### src/rtl/btb_pkg.sv
package btb_pkg;

  typedef enum logic [1:0] {
    KIND_PLAIN  = 2'b00,
    KIND_CALL   = 2'b01,
    KIND_RETURN = 2'b10
  } brKind_e;

  typedef struct packed {
    logic       flush;
    logic       enable;
    logic [1:0] predFilter;
    logic [1:0] allocFilter;
  } ctrlStrobes_t;

  // 00 both, 01 backward only, 10 forward only, 11 none
  function automatic logic dirAllowed(input logic [1:0] filt, input logic backward);
    return (filt == 2'b00) || (filt == 2'b01 && backward) || (filt == 2'b10 && !backward);
  endfunction

endpackage

### src/rtl/btb_ctrl.sv
module btb_ctrl
  import btb_pkg::*;
(
  input  logic         clk,
  input  logic         rstN,
  input  logic         regWrEn,
  input  logic [31:0]  regWrData,
  output logic [31:0]  regRdData,
  output ctrlStrobes_t strobes
);
  logic       enableQ;
  logic       flushPendQ;
  logic [1:0] predQ;
  logic [1:0] allocQ;
  logic       unusedWrBits;

  assign unusedWrBits = ^regWrData[31:6];

  always_ff @(posedge clk or negedge rstN) begin
    if (!rstN) begin
      enableQ    <= 1'b0;
      flushPendQ <= 1'b0;
      predQ      <= 2'b00;
      allocQ     <= 2'b00;
    end else if (regWrEn) begin
      enableQ    <= regWrData[0];
      flushPendQ <= regWrData[1];
      predQ      <= regWrData[3:2];
      allocQ     <= regWrData[5:4];
    end else begin
      flushPendQ <= 1'b0;
    end
  end

  assign regRdData           = {26'b0, allocQ, predQ, flushPendQ, enableQ};
  assign strobes.flush       = flushPendQ;
  assign strobes.enable      = enableQ;
  assign strobes.predFilter  = predQ;
  assign strobes.allocFilter = allocQ;
endmodule

### src/rtl/btb_datapath.sv
module btb_datapath
  import btb_pkg::*;
#(
  parameter int NUM_ENTRIES = 8,
  parameter int ADDR_W      = 30,
  parameter int RAS_DEPTH   = 4
) (
  input  logic              clk,
  input  logic              rstN,
  input  ctrlStrobes_t      strobes,
  input  logic [ADDR_W-1:0] fetchAddr,
  output logic              fetchHit,
  output logic [ADDR_W-1:0] fetchTarget,
  input  logic              exValid,
  input  logic [ADDR_W-1:0] exAddr,
  input  logic [ADDR_W-1:0] exTarget,
  input  logic              exTaken,
  input  logic              exBackward,
  input  logic [1:0]        exKind
);
  localparam int IDX_W = (NUM_ENTRIES > 1) ? $clog2(NUM_ENTRIES) : 1;
  localparam int RP_W  = (RAS_DEPTH > 1) ? $clog2(RAS_DEPTH) : 1;
  localparam int CNT_W = $clog2(RAS_DEPTH + 1);
  localparam logic [CNT_W-1:0] RAS_FULL = CNT_W'(RAS_DEPTH);

  logic [NUM_ENTRIES-1:0] validQ;
  logic [ADDR_W-1:0]      tagQ  [NUM_ENTRIES];
  logic [ADDR_W-1:0]      tgtQ  [NUM_ENTRIES];
  logic                   bwdQ  [NUM_ENTRIES];
  logic [1:0]             kindQ [NUM_ENTRIES];
  logic [IDX_W-1:0]       victimQ;

  logic [ADDR_W-1:0] rasMem [RAS_DEPTH];
  logic [RP_W-1:0]   rasPtrQ;
  logic [CNT_W-1:0]  rasCountQ;
  logic              rasEmpty;

  logic [NUM_ENTRIES-1:0] fetchMatch, exMatch;
  logic [IDX_W-1:0]       fetchIdx, exIdx;
  logic                   exHit;

  generate
    for (genvar i = 0; i < NUM_ENTRIES; i++) begin : g_cmp
      assign fetchMatch[i] = validQ[i] && (tagQ[i] == fetchAddr);
      assign exMatch[i]    = validQ[i] && (tagQ[i] == exAddr);
    end
  endgenerate

  always_comb begin
    fetchIdx = '0;
    exIdx    = '0;
    for (int i = 0; i < NUM_ENTRIES; i++) begin
      if (fetchMatch[i]) fetchIdx = IDX_W'(i);
      if (exMatch[i])    exIdx    = IDX_W'(i);
    end
  end

  assign exHit    = |exMatch;
  assign rasEmpty = (rasCountQ == '0);

  always_comb begin
    fetchHit    = 1'b0;
    fetchTarget = tgtQ[fetchIdx];
    if (strobes.enable && |fetchMatch && dirAllowed(strobes.predFilter, bwdQ[fetchIdx])) begin
      if (kindQ[fetchIdx] == KIND_RETURN) begin
        fetchHit    = !rasEmpty;
        fetchTarget = rasMem[rasPtrQ];
      end else begin
        fetchHit = 1'b1;
      end
    end
  end

  logic doUpdate, doInval, doAlloc, doPush, doPop;
  logic [IDX_W-1:0] wrIdx;

  always_comb begin
    logic active;
    active   = strobes.enable && exValid && !strobes.flush;
    doUpdate = active && exHit && exTaken;
    doInval  = active && exHit && !exTaken;
    doAlloc  = active && !exHit && exTaken && dirAllowed(strobes.allocFilter, exBackward);
    doPush   = active && exTaken && (exKind == KIND_CALL);
    doPop    = active && exTaken && (exKind == KIND_RETURN) && !rasEmpty;
    wrIdx    = exHit ? exIdx : victimQ;
  end

  always_ff @(posedge clk or negedge rstN) begin
    if (!rstN) begin
      validQ    <= '0;
      victimQ   <= '0;
      rasPtrQ   <= '0;
      rasCountQ <= '0;
    end else if (strobes.flush) begin
      validQ    <= '0;
      victimQ   <= '0;
      rasCountQ <= '0;
    end else begin
      if (doInval) validQ[exIdx] <= 1'b0;
      if (doAlloc) begin
        validQ[victimQ] <= 1'b1;
        victimQ <= (victimQ == IDX_W'(NUM_ENTRIES - 1)) ? '0 : victimQ + 1'b1;
      end
      if (doPush) begin
        rasPtrQ   <= (rasPtrQ == RP_W'(RAS_DEPTH - 1)) ? '0 : rasPtrQ + 1'b1;
        rasCountQ <= (rasCountQ == RAS_FULL) ? rasCountQ : rasCountQ + 1'b1;
      end else if (doPop) begin
        rasPtrQ   <= (rasPtrQ == '0) ? RP_W'(RAS_DEPTH - 1) : rasPtrQ - 1'b1;
        rasCountQ <= rasCountQ - 1'b1;
      end
    end
  end

  always_ff @(posedge clk) begin
    if (doUpdate || doAlloc) begin
      tagQ[wrIdx]  <= exAddr;
      tgtQ[wrIdx]  <= exTarget;
      bwdQ[wrIdx]  <= exBackward;
      kindQ[wrIdx] <= exKind;
    end
    if (doPush && !strobes.flush) begin
      rasMem[(rasPtrQ == RP_W'(RAS_DEPTH - 1)) ? '0 : rasPtrQ + 1'b1] <= exAddr + 1'b1;
    end
  end
endmodule

### src/rtl/btb_top.sv
module btb_top
  import btb_pkg::*;
(
  input  logic        clk,
  input  logic        rstN,
  input  logic        regWrEn,
  input  logic [31:0] regWrData,
  output logic [31:0] regRdData,
  input  logic [29:0] fetchAddr,
  output logic        fetchHit,
  output logic [29:0] fetchTarget,
  input  logic        exValid,
  input  logic [29:0] exAddr,
  input  logic [29:0] exTarget,
  input  logic        exTaken,
  input  logic        exBackward,
  input  logic [1:0]  exKind
);
  ctrlStrobes_t strobes;

  btb_ctrl u_ctrl (
    .clk(clk), .rstN(rstN), .regWrEn(regWrEn), .regWrData(regWrData),
    .regRdData(regRdData), .strobes(strobes)
  );

  btb_datapath #(.NUM_ENTRIES(8), .ADDR_W(30), .RAS_DEPTH(4)) u_dp (
    .clk(clk), .rstN(rstN), .strobes(strobes),
    .fetchAddr(fetchAddr), .fetchHit(fetchHit), .fetchTarget(fetchTarget),
    .exValid(exValid), .exAddr(exAddr), .exTarget(exTarget),
    .exTaken(exTaken), .exBackward(exBackward), .exKind(exKind)
  );
endmodule

### config.mk
export PLATFORM = sky130hd
export DESIGN_NAME = btb_top
export DESIGN_NICKNAME = d
export VERILOG_FILES = /design/src/rtl/btb_pkg.sv /design/src/rtl/btb_ctrl.sv /design/src/rtl/btb_datapath.sv /design/src/rtl/btb_top.sv
export SDC_FILE = /design/constraint.sdc
export NUM_CORES = 1
export LEC_CHECK = 0
export BUFFER_PORTS_ARGS = -buffer_cell sky130_fd_sc_hd__buf_2
export CAP_MARGIN = 5
export CORE_MARGIN = 4
export CORE_UTILIZATION = 55
export DETAILED_ROUTE_END_ITERATION = 12
export GPL_TIMING_DRIVEN = 0
export PLACE_DENSITY = 0.75
export SLEW_MARGIN = 20
export SYNTH_ARGS = -nofsm -noshare
export SYNTH_HDL_FRONTEND = slang
export SYNTH_SLANG_ARGS = --single-unit
### constraint.sdc
create_clock -name clk -period 19.2 [get_ports clk]
set_input_delay 3.84 -clock clk [delete_from_list [all_inputs] [get_ports clk]]
set_output_delay 3.84 -clock clk [all_outputs]
set_load 0.01 [all_outputs]
==> summary.md, run 1 <==
| Metric | Value |
|---|---|
| CTS tree | `done` |
| Starting density of the core | `approximately 56%` |
| Most frequent cells in the layout | `624 x edfxtp_1, 364 x xnor2_1, 170 x buf_2` |
| Register area share after synthesis | `63.02%` |
| Post-route ant nets | `0` |
| GRT Resource Usage Total | `about a third` |
| Post-Synthesis Cells | `2049` |
| Initial drt markers | `approximately 2.4k` |
| Clock share of power | `about two fifths` |
| Crit-path max cell delay | `approximately 0.75 ns` |
| Comb pwr share | `roughly a tenth` |
| Clock Tree Buf Depth | `3` |
| Final Cycle Share | `64.05%` |
| Reg2reg setup slack | `about 13 ns` |
| Unrepaired setup endpoints after global routing | `false` |
| CTS H-tree depth | `3` |
| Top FF cell, synth | `edfxtp_1` |
| Avg WL per Cell | `~30 um` |
| Fraction of layout cells with a size suffix above 1 | `between 20% and 30%` |
| Critical path class | `in -> out` |
| Critical Path End | `fetchTarget[28]` |
| Worst Setup SP | `fetchAddr[15]` |
| Synth Area per Inst | `roughly 15 um^2` |
| Hold buffers post-CTS | `0` |
| Vias per cell | `roughly 6.2` |
| Number of flops mapped to enable cells by yosys | `around 620` |
| Sink Count | `~650` |
| Number of post-CTS setup repair buffers | `0` |
| Outcome | `finished, final reports clean` |
| Pint | `2455 uW` |
| CP Cell Sequence | `buf_2, xnor2_1, nand4_1, nor4_1, nand2_1, nand4_1, a211oi_1, a31oi_1, o2111ai_4, buf_12, mux2_4, buf_2` |
| R2r endpoint | `u_dp.tgtQ[0][12]` |
| Initial antenna violation count | `4` |
| Max Clock Freq | `between 0.08 and 0.09 GHz` |
| Post-route cell area | `around 35000 um^2` |
| PwrDens | `~92 nW/um^2` |
| Setup TNS | `0 ns` |
| Area Overhead vs Synth | `14.77%` |
| Rows | `86` |
| CP bufs+invs | `3` |
| Clock Latency Late Sink | `approximately 0.6 ns` |
| Vias | `a little under 20k` |
| Number of library cell types mapped by synthesis | `76` |
| Final net count | `around 2.4k` |
| Slew @ Worst Pin | `between 1 and 1.5 ns` |
| Port buffer count | `around 110` |
| Worst-path fanout max | `10` |
| Gpl congestion | `approximately 1` |
| Cells on worst reg2reg path | `17` |
| Die span in y | `roughly 240 um` |
| Slew HR | `18.74%` |
| WP depth | `12` |
| Max Cap Viol | `0` |
| CP top delay family | `simple AND/OR/NAND/NOR gates` |
| Clock-pin slew on the worst setup and hold paths | `~0.050 ns` |
| Final setup viols | `0` |
| Most common cell after layout, fill and taps aside | `edfxtp_1` |
| Crit path DAT | `approximately 8.5 ns` |
| Yosys warnings | `0` |
| Psw | `~760 uW` |
| Final Hold Fails | `0` |
| Async set-or-reset flop fraction in the synthesized netlist | `roughly 3.4%` |
| Global-route wire length before repair | `approximately 130000 um` |
| Mapped Area | `a little over 30000 um^2` |
| Core box area | `~55000 um^2` |
| Pin count of the biggest net entering global routing | `29` |
| Fin. max-slew vios | `0` |
| Min-Delay Path Class | `reg -> reg` |
| VDD IR max | `between 0.1 and 0.15 mV` |
| Total CTS buffers | `71` |
| Gr ovfl total | `0` |
| Post-DP HPWL | `64780 um` |
| Drt first pass iters | `7` |
| Post-CTS sizing | `0` |
| Die area | `59490 um^2` |
| DR DRC count | `0` |
| Slowest stage cell, crit path | `xnor2_1` |
| Wirelength, routed | `95950 um` |
| Clk_skew | `between 0.02 and 0.025 ns` |
| CP startpoint kind | `primary input` |
| Post-Place Cell Area | `between 30000 and 40000 um^2` |
| Worst EP required | `around 15 ns` |
| Crit end category | `output port` |
| Number of synthesized register bits | `between 600 and 700` |
| I/O pins | `a little under 200` |
| Number of global-route vias before repair | `approximately 19k` |
| Die Wd | `~240 um` |
| CTS Root Cell | `clkbuf_16` |
| Pleak | `about 0.012 uW` |
| Sequential share of power | `48.6%` |
| Reg2reg start | `u_dp.tagQ[6][1]` |
| Sw frac | `23.66%` |
| Minimum clock period | `12.30 ns` |
## per-layer routing
metal	track usage, %	part of all wire, %	vias to the layer above
li1	-	-	8217
met4	16.64	5.9	0
met1	40.60	37	9725
met2	52.06	48	1151
met5	0	0	-
met3	6.185	9.5	237
## registers in the layout (all words and copies together) (netlist names)
| register | flops |
|---|---|
| u_dp.validQ | 8 |
| u_dp.victimQ | 3 |
| u_dp.tgtQ | 240 |
| u_dp.bwdQ | 8 |
| u_dp.tagQ | 240 |
| u_dp.kindQ | 16 |
| u_ctrl.flushPendQ | 1 |
| u_dp.rasCountQ | 3 |
| u_dp.rasMem | 120 |
| u_ctrl.allocQ | 2 |
| u_ctrl.predQ | 2 |
| u_ctrl.enableQ | 1 |
| u_dp.rasPtrQ | 2 |
## logic make-up after synthesis
family | share of synthesized area (%)
fa+ha+maj | 0.4333
compound gates | 2.911
mux | 7.845
simple gates | 7.845
flops | 63.02
xor+xnor | 14.79
other cells | 0.01225
buf+inv | 3.144
## Yosys cell counts, types with 3 or more instances
library cell / instances / area (um^2)
nand3_1: 28 / 140.1
and4_1: 4 / 35.03
buf_12: 3 / 60.06
and3_1: 13 / 81.33
xor2_1: 138 / 1209
buf_6: 9 / 101.4
xnor2_1: 364 / 3188
xnor2_2: 8 / 130.1
nor2b_1: 8 / 50.05
nand4_1: 139 / 869.6
nand4b_1: 4 / 35.03
nor3b_1: 3 / 22.52
and2_1: 9 / 56.30
dfrtp_1: 22 / 550.5
a211oi_1: 32 / 240.2
nor2_1: 61 / 229.0
a32oi_1: 4 / 35.03
inv_1: 23 / 86.33
clkbuf_1: 17 / 63.81
nor4b_1: 4 / 35.03
a21oi_1: 9 / 45.04
mux2_2: 3 / 33.78
mux2i_1: 124 / 1241
o22ai_1: 33 / 206.5
a2111oi_0: 3 / 26.28
nand2_1: 46 / 172.7
mux4_2: 30 / 675.7
nand2b_1: 8 / 50.05
a211o_1: 3 / 26.28
nor4_1: 59 / 369.1
buf_2: 51 / 255.2
ha_1: 9 / 112.6
dlygate4sd1_1: 4 / 35.03
edfxtp_1: 624 / 18740
a31oi_1: 3 / 18.77
nor3_1: 11 / 55.05
buf_4: 48 / 360.4
o21ai_0: 13 / 65.06
mux2_4: 30 / 450.4
nand3b_1: 3 / 22.52
## worst min path at each step
stage	start	endpoint	slack, ns	cells past startpoint
2_1_floorplan	u_dp.rasCountQ[2]	u_dp.rasCountQ[2]	0.51	1
3_3_place_gp	u_ctrl.allocQ[1]	u_ctrl.allocQ[1]	0.51	1
3_5_place_dp	u_ctrl.allocQ[1]	u_ctrl.allocQ[1]	0.52	1
4_1_cts	u_ctrl.allocQ[1]	u_ctrl.allocQ[1]	0.53	1
5_1_grt	u_ctrl.allocQ[1]	u_ctrl.allocQ[1]	0.57	1
6_report	u_ctrl.allocQ[1]	u_ctrl.allocQ[1]	0.53	1
## final cells by class
cell class | count | area, um^2
Clock buffer | 95 | 1938
Clock inverter | 35 | 326.6
Fill cell | 4048 | 19970
Inverter | 23 | 86.33
Tap cell | 748 | 935.9
Timing Repair Buffer | 160 | 1155
Antenna cell | 3 | 7.507
Sequential cell | 646 | 19290
Multi-Input combinational cell | 1273 | 10510
Buffer | 132 | 875.8
## worst reg2reg max path, delay by kind of cell, from the launching register on
kind	cells	cell delay, ns
flops	1	0.51
compound gates	3	1.30
xor+xnor	1	0.19
buf+inv	8	1.81
simple gates	5	1.78
## power by group through the flow
stage | clock network (uW) | logic [uW] | registers (uW)
3_3_place_gp | 0 | 303 | 1590
4_1_cts | 1350 | 312 | 1560
6_report | 1340 | 316 | 1560
3_5_place_dp | 0 | 309 | 1590
5_1_grt | 1410 | 331 | 1560
2_1_floorplan | 0 | 192 | 1590
## per-stage QoR
| step | power, uW | instances | setup slack (ns) | hold slack, ns | utilization, % |
|---|---|---|---|---|---|
| 2_1_floorplan | 1784 | 2074 | 2.863 | 0.5097 | - |
| 3_3_place_gp | 1897 | 2931 | -5.280 | 0.5146 | 58.41 |
| 3_5_place_dp | 1902 | 2982 | 6.939 | 0.5212 | 59.63 |
| 4_1_cts | 3223 | 3112 | 6.947 | 0.5333 | 63.74 |
| 5_1_grt | 3306 | 3113 | 6.827 | 0.5707 | 63.75 |
| 6_report | 3216 | 3115 | 6.902 | 0.5350 | 63.76 |
Note: power is estimated with default switching activity, not from simulation.
==> run 2, diff against run 1 <==
PLACE_DENSITY = 0.78   (was 0.75)
clock period = 11.23 ns   (was 19.2 ns; I/O delays follow)
==> run 2 against run 1 <==
Net effect: power increased by 69%; sequential power increased by 71%; clock power up 66%; non-clock buffer count down 7; setup slack lost 4.8 ns; largest cell class unchanged.
==> summary.md, run 2 (synthesis gave the netlist of run 1 again) <==
| Metric | Value |
|---|---|
| Post-route ant nets | `0` |
| Gr ovfl total | `0` |
| Global-route wire length before repair | `approximately 130000 um` |
| CTS tree | `done` |
| Post-CTS sizing | `0` |
| Port buffer count | `approximately 110` |
| Die span in y | `243.9 um` |
| Final Hold Fails | `0` |
| CP startpoint kind | `primary input` |
| DR DRC count | `0` |
| Worst-path fanout max | `10` |
| Final Cycle Share | `between 80% and 90%` |
| Sink Count | `approximately 650` |
| Initial antenna violation count | `2` |
| Area Overhead vs Synth | `14.52%` |
| Wirelength, routed | `about 96000 um` |
| Clk_skew | `approximately 0.022 ns` |
| Area of the multi-input gates | `approximately 11000 um^2` |
| Number of global-route vias before repair | `about 20k` |
| Max Clock Freq | `roughly 0.11 GHz` |
| Max Cap Viol | `0` |
| Clock Tree Buf Depth | `3` |
| CTS H-tree depth | `3` |
| Slowest stage cell, crit path | `nand4_1` |
| I/O pins | `193` |
| Hold buffers post-CTS | `0` |
| Crit path DAT | `between 6 and 7 ns` |
| Post-DP HPWL | `64180 um` |
| Final net count | `2437` |
| Initial drt markers | `between 2k and 2.5k` |
| # fillers | `around 4.0k` |
| Gpl congestion | `between 1 and 1.5` |
| CP Cell Sequence | `buf_2, xnor2_1, nand4_1, a2111oi_0, nand4_1, o311a_2, or2_4, buf_6, a2111oi_0, nor3_2, o2111ai_4, buf_12, mux2_4, buf_2` |
| Crit end category | `output port` |
| Starting density of the core | `about 56%` |
| Critical path class | `in -> out` |
| Fin. max-slew vios | `0` |
| Slew HR | `43.93%` |
| Clock Latency Late Sink | `slightly above 0.6 ns` |
| Total CTS buffers | `68` |
| Vias | `about 20k` |
| Number of post-CTS setup repair buffers | `0` |
| Largest regs | `u_dp.tagQ (240), u_dp.tgtQ (240), u_dp.rasMem (120)` |
| Rows | `between 80 and 90` |
| Cells after DPL | `between 2k and 3k` |
| Avg WL per Cell | `about 30 um` |
| Unrepaired setup endpoints after global routing | `false` |
| Fraction of layout cells with a size suffix above 1 | `19.43%` |
| Crit-path max cell delay | `roughly 0.7 ns` |
| Pin count of the biggest net entering global routing | `29` |
| Most common cell after layout, fill and taps aside | `edfxtp_1` |
| Slew @ Worst Pin | `roughly 0.83 ns` |
| Most frequent cells in the layout | `624 x edfxtp_1, 364 x xnor2_1, 160 x buf_2` |
| PwrDens | `between 150 and 200 nW/um^2` |
| Setup TNS | `0 ns` |
| Core box area | `between 50000 and 60000 um^2` |
| Die area | `about 59000 um^2` |
| Drt first pass iters | `5` |
| Post-Place Cell Area | `roughly 33000 um^2` |
| VDD IR max | `0.1296 mV` |
| Die Wd | `243.9 um` |
| Vias per cell | `6.347` |
| CTS Root Cell | `clkbuf_16` |
| Pleak | `~0.012 uW` |
| Worst EP required | `between 8 and 9 ns` |
| Final setup viols | `0` |
| FF/Latch Area | `19290 um^2` |
| Minimum clock period | `just over 9 ns` |
| GRT Resource Usage Total | `a little under a third` |
| Outcome | `finished, final reports clean` |
| Min-Delay Path Class | `reg -> reg` |
| Non-Filler Instances | `3101` |
| Clock-pin slew on the worst setup and hold paths | `~0.060 ns` |
| Post-route cell area | `35050 um^2` |
==> run 2: changes by cell type in the layout (fill, tap and decap cells not counted), moves of 3 or more <==
cell,previous run,this run
clkinv_1,9,16
buf_2,170,160
inv_6,3,0
clkinv_2,13,8
==> run 2: final cells by class <==
| class | count | area share, % |
|---|---|---|
| clock inverter | 36 | 0.9924 |
| inverter | 23 | 0.2463 |
| clock buffer | 89 | 5.287 |
| timing repair buffer | 153 | 3.238 |
| sequential | 646 | 55.03 |
| antenna | 1 | 0.007140 |
| tap | 748 | 2.670 |
| multi-input combinational | 1273 | 30.03 |
| buffer | 132 | 2.499 |
==> run 2: worst paths after layout <==
| kind | start | to | slack (ns) | depth (start not counted) |
|---|---|---|---|---|
| setup / recovery | fetchAddr[10] | fetchTarget[13] | 2.14 | 14 |
| hold / removal | u_ctrl.allocQ[0] | u_ctrl.allocQ[0] | 0.55 | 1 |
| setup reg to reg | u_dp.tagQ[7][13] | u_dp.tgtQ[4][14] | 6.43 | 13 |
| hold reg to reg | u_ctrl.allocQ[0] | u_ctrl.allocQ[0] | 0.55 | 1 |
| max in group asynchronous | rstN | u_dp.validQ[5] | 9.21 | 1 |
| min in group asynchronous | rstN | u_ctrl.predQ[1] | 1.62 | 1 |
==> run 2: report_power, final <==
part / switching [uW] / total [uW] / internal [uW]
Combinational: 338 / 543 / 205
Sequential: 13.7 / 2670 / 2660
Clock: 963 / 2230 / 1270
Total: 1310 / 5450 / 4130
==> run 2: stage by stage <==
step / hold slack [ns] / worst slack (ns) / utilization, % / total power [uW]
3_3_place_gp: 0.5230 / -3.458 / 58.43 / 3242
3_5_place_dp: 0.5502 / 2.579 / 59.62 / 3255
2_1_floorplan: 0.5097 / 1.879 / - / 3049
4_1_cts: 0.5602 / 2.407 / 63.62 / 5445
6_report: 0.5539 / 2.143 / 63.62 / 5448
5_1_grt: 0.5801 / 2.214 / 63.62 / 5578
==> run 2: per-layer routing <==
metal  GRT usage [%]  up-vias  share of wire (%)
li1                -     8211                  -
met2           51.83     1389                 47
met4           16.15        2                6.2
met3           6.879      323                 11
met5               0        -              0.022
met1           39.70     9756                 35
==> run 2: critical path, delay by kind of cell <==
kind | cells | cell delay (ns)
multiplexers | 1 | 0.32
AO/OA/AOI/OAI | 4 | 1.80
buffers and inverters | 4 | 0.92
AND/OR/NAND/NOR | 4 | 1.30
XOR/XNOR | 1 | 0.21
==> run 3, diff against run 2 <==
clock period = 8.35 ns   (was 11.23 ns; I/O delays follow)
==> run 3 against run 2 <==
Net effect: flip-flop and latch count did not move; first-iteration DRC count rose by 8.8%; utilization rose by 0.12 points; critical path type unchanged.
==> summary.md, run 3 (synthesis gave the netlist of run 1 again) <==
| Metric | Value |
|---|---|
| Max Clock Freq | `between 0.1 and 0.15 GHz` |
| Gpl congestion | `~1.0` |
| Most common cell after layout, fill and taps aside | `edfxtp_1` |
| Cells after DPL | `slightly below 3k` |
| R2r endpoint | `u_dp.tagQ[5][2]` |
| CTS Root Cell | `clkbuf_16` |
| Number of global-route vias before repair | `19.53k` |
| Hold buffers post-CTS | `0` |
| Clock Tree Buf Depth | `3` |
| Sink Count | `between 600 and 700` |
| Most frequent cells in the layout | `624 x edfxtp_1, 364 x xnor2_1, 160 x buf_2` |
| Number of post-CTS setup repair buffers | `0` |
| Critical path class | `in -> out` |
| Worst EP required | `6.68 ns` |
| Sequential share of power | `around 50%` |
| Unrepaired setup endpoints after global routing | `false` |
| Core box area | `between 50000 and 60000 um^2` |
| Reg2reg start | `u_dp.tagQ[6][1]` |
| Pre-CTS setup slack | `0.3733 ns` |
| Rows | `86` |
| DR DRC count | `0` |
| Final Hold Fails | `0` |
| Pleak | `approximately 0.012 uW` |
| Area Overhead vs Synth | `14.72%` |
| Cells on worst reg2reg path | `16` |
| CP bufs+invs | `4` |
| Non-Filler Instances | `roughly 3.1k` |
| Clock-pin slew on the worst setup and hold paths | `0.05 ns` |
| Worst Hold End | `u_ctrl.allocQ[1]` |
| CP Cell Sequence | `buf_2, xnor2_1, nand3_1, nor4_1, nand2_1, nand2_1, inv_1, a22oi_1, a31o_1, o2111ai_4, buf_12, mux2_4, buf_2` |
| Outcome | `finished, final reports clean` |
| Die area | `between 50000 and 60000 um^2` |
| Initial drt markers | `2462` |
| Largest regs | `u_dp.tagQ (240), u_dp.tgtQ (240), u_dp.rasMem (120)` |
| Pint | `around 5600 uW` |
| Post-route cell area | `around 35000 um^2` |
| Fin. max-slew vios | `0` |
| Comb pwr share | `about a tenth` |
| CTS tree | `done` |
| Die span in y | `between 200 and 250 um` |
| I/O pins | `193` |
| VDD IR max | `about 0.18 mV` |
| Clock Latency Late Sink | `roughly 0.63 ns` |
| Wirelength, routed | `94120 um` |
| Initial antenna violation count | `3` |
| Starting density of the core | `a little under three fifths` |
| Minimum clock period | `about 8 ns` |
| Worst-path fanout max | `10` |
| Post-route worst setup slack | `~0.19 ns` |
| Drt first pass iters | `6` |
| Post-DP HPWL | `between 60000 and 70000 um` |
| CTS H-tree depth | `3` |
| Reg2reg setup slack | `~3.3 ns` |
| Final hold slack | `between 0.5 and 0.6 ns` |
| Total CTS buffers | `70` |
| Slew @ Worst Pin | `around 1.1 ns` |
| GRT Resource Usage Total | `a little under a third` |
| Gr ovfl total | `0` |
| Crit end category | `output port` |
| Post-CTS sizing | `0` |
| PwrDens | `around 210 nW/um^2` |
| # fillers | `4028` |
| Port buffer count | `between 100 and 150` |
| Crit path DAT | `between 6 and 7 ns` |
| Die Wd | `about 240 um` |
| Global-route wire length before repair | `around 130000 um` |
| Final setup viols | `0` |
| Final net count | `2438` |
| Hold Path Stages | `1` |
| Slowest stage cell, crit path | `nor4_1` |
| Post-Place Cell Area | `about 33000 um^2` |
| CP top delay family | `simple AND/OR/NAND/NOR gates` |
| Clock share of power | `41.4%` |
| Slew HR | `around a quarter` |
| Avg WL per Cell | `between 30 and 40 um` |
| Psw | `approximately 1800 uW` |
| Clk_skew | `0.02659 ns` |
| Vias | `between 15k and 20k` |
| Max Cap Viol | `0` |
| Sw frac | `a little under a quarter` |
| Final Cycle Share | `97.74%` |
| Post-route ant nets | `0` |
| Vias per cell | `6.288` |
| Min-Delay Path Class | `reg -> reg` |
| CP startpoint kind | `primary input` |
| Hold Path Origin | `u_ctrl.allocQ[1]` |
| Crit-path max cell delay | `0.95 ns` |
| Pin count of the biggest net entering global routing | `28` |
| Fraction of layout cells with a size suffix above 1 | `around a fifth` |
[run 3: changes by cell type in the layout (fill, tap and decap cells not counted), moves of 2 or more]
cell        delta
clkbuf_8       -3
clkinv_1       -7
inv_6          +4
bufinv_16      +2
buf_6          +2
buf_8          +2
buf_4          -5
clkinvlp_4     +4
[run 3: metrics by stage]
step,utilization [%],setup TNS (ns),power [uW]
6_report,63.74,0,7367
5_1_grt,63.73,0,7559
4_1_cts,63.73,0,7378
3_5_place_dp,59.66,0,4370
3_3_place_gp,58.43,-1341.21,4351
2_1_floorplan,-,-11.00,4101
[run 3: final cells by class]
cell class | count | area [um^2] | share of cell area [%]
Antenna cell | 2 | 5.005 | 0.01425
Buffer | 132 | 875.8 | 2.494
Clock buffer | 86 | 1833 | 5.220
Clock inverter | 37 | 406.6 | 1.158
Inverter | 23 | 86.33 | 0.2459
Multi-Input combinational cell | 1273 | 10530 | 29.97
Sequential cell | 646 | 19290 | 54.93
Tap cell | 748 | 935.9 | 2.665
Timing Repair Buffer | 152 | 1157 | 3.296
[run 3: layer usage]
metal  vias up  share of wire (%)  GRT usage, %
met4         0                7.1         17.72
li1       8209                  -             -
met3       326                 10         6.769
met2      1256                 47         50.34
met5         -                  0             0
met1      9694                 36         39.42
[run 3: power by group through the flow]
stage	clock, uW	combinational, uW	sequential [uW]
2_1_floorplan	0	441	3660
3_3_place_gp	0	687	3660
3_5_place_dp	0	707	3660
4_1_cts	3070	716	3600
5_1_grt	3200	759	3600
6_report	3050	724	3600
[run 3: worst max path at each step]
| stage | startpoint | end | cells after the start |
|---|---|---|---|
| CTS | fetchAddr[5] | fetchTarget[13] | 13 |
| finish | fetchAddr[5] | fetchTarget[11] | 13 |
| global placement | exAddr[1] | u_dp.tagQ[5][4] | 12 |
| global route | fetchAddr[5] | fetchTarget[14] | 13 |
| floorplan | exAddr[0] | u_dp.bwdQ[5] | 11 |
| detailed placement | fetchAddr[5] | fetchTarget[25] | 13 |
[run 3: worst register-to-register path: cells and delay by family, from the launching register on]
kind | cells | cell delay [ns]
simple gates | 6 | 1.94
buf+inv | 7 | 1.47
compound gates | 2 | 0.71
flops | 1 | 0.46
xor+xnor | 1 | 0.19
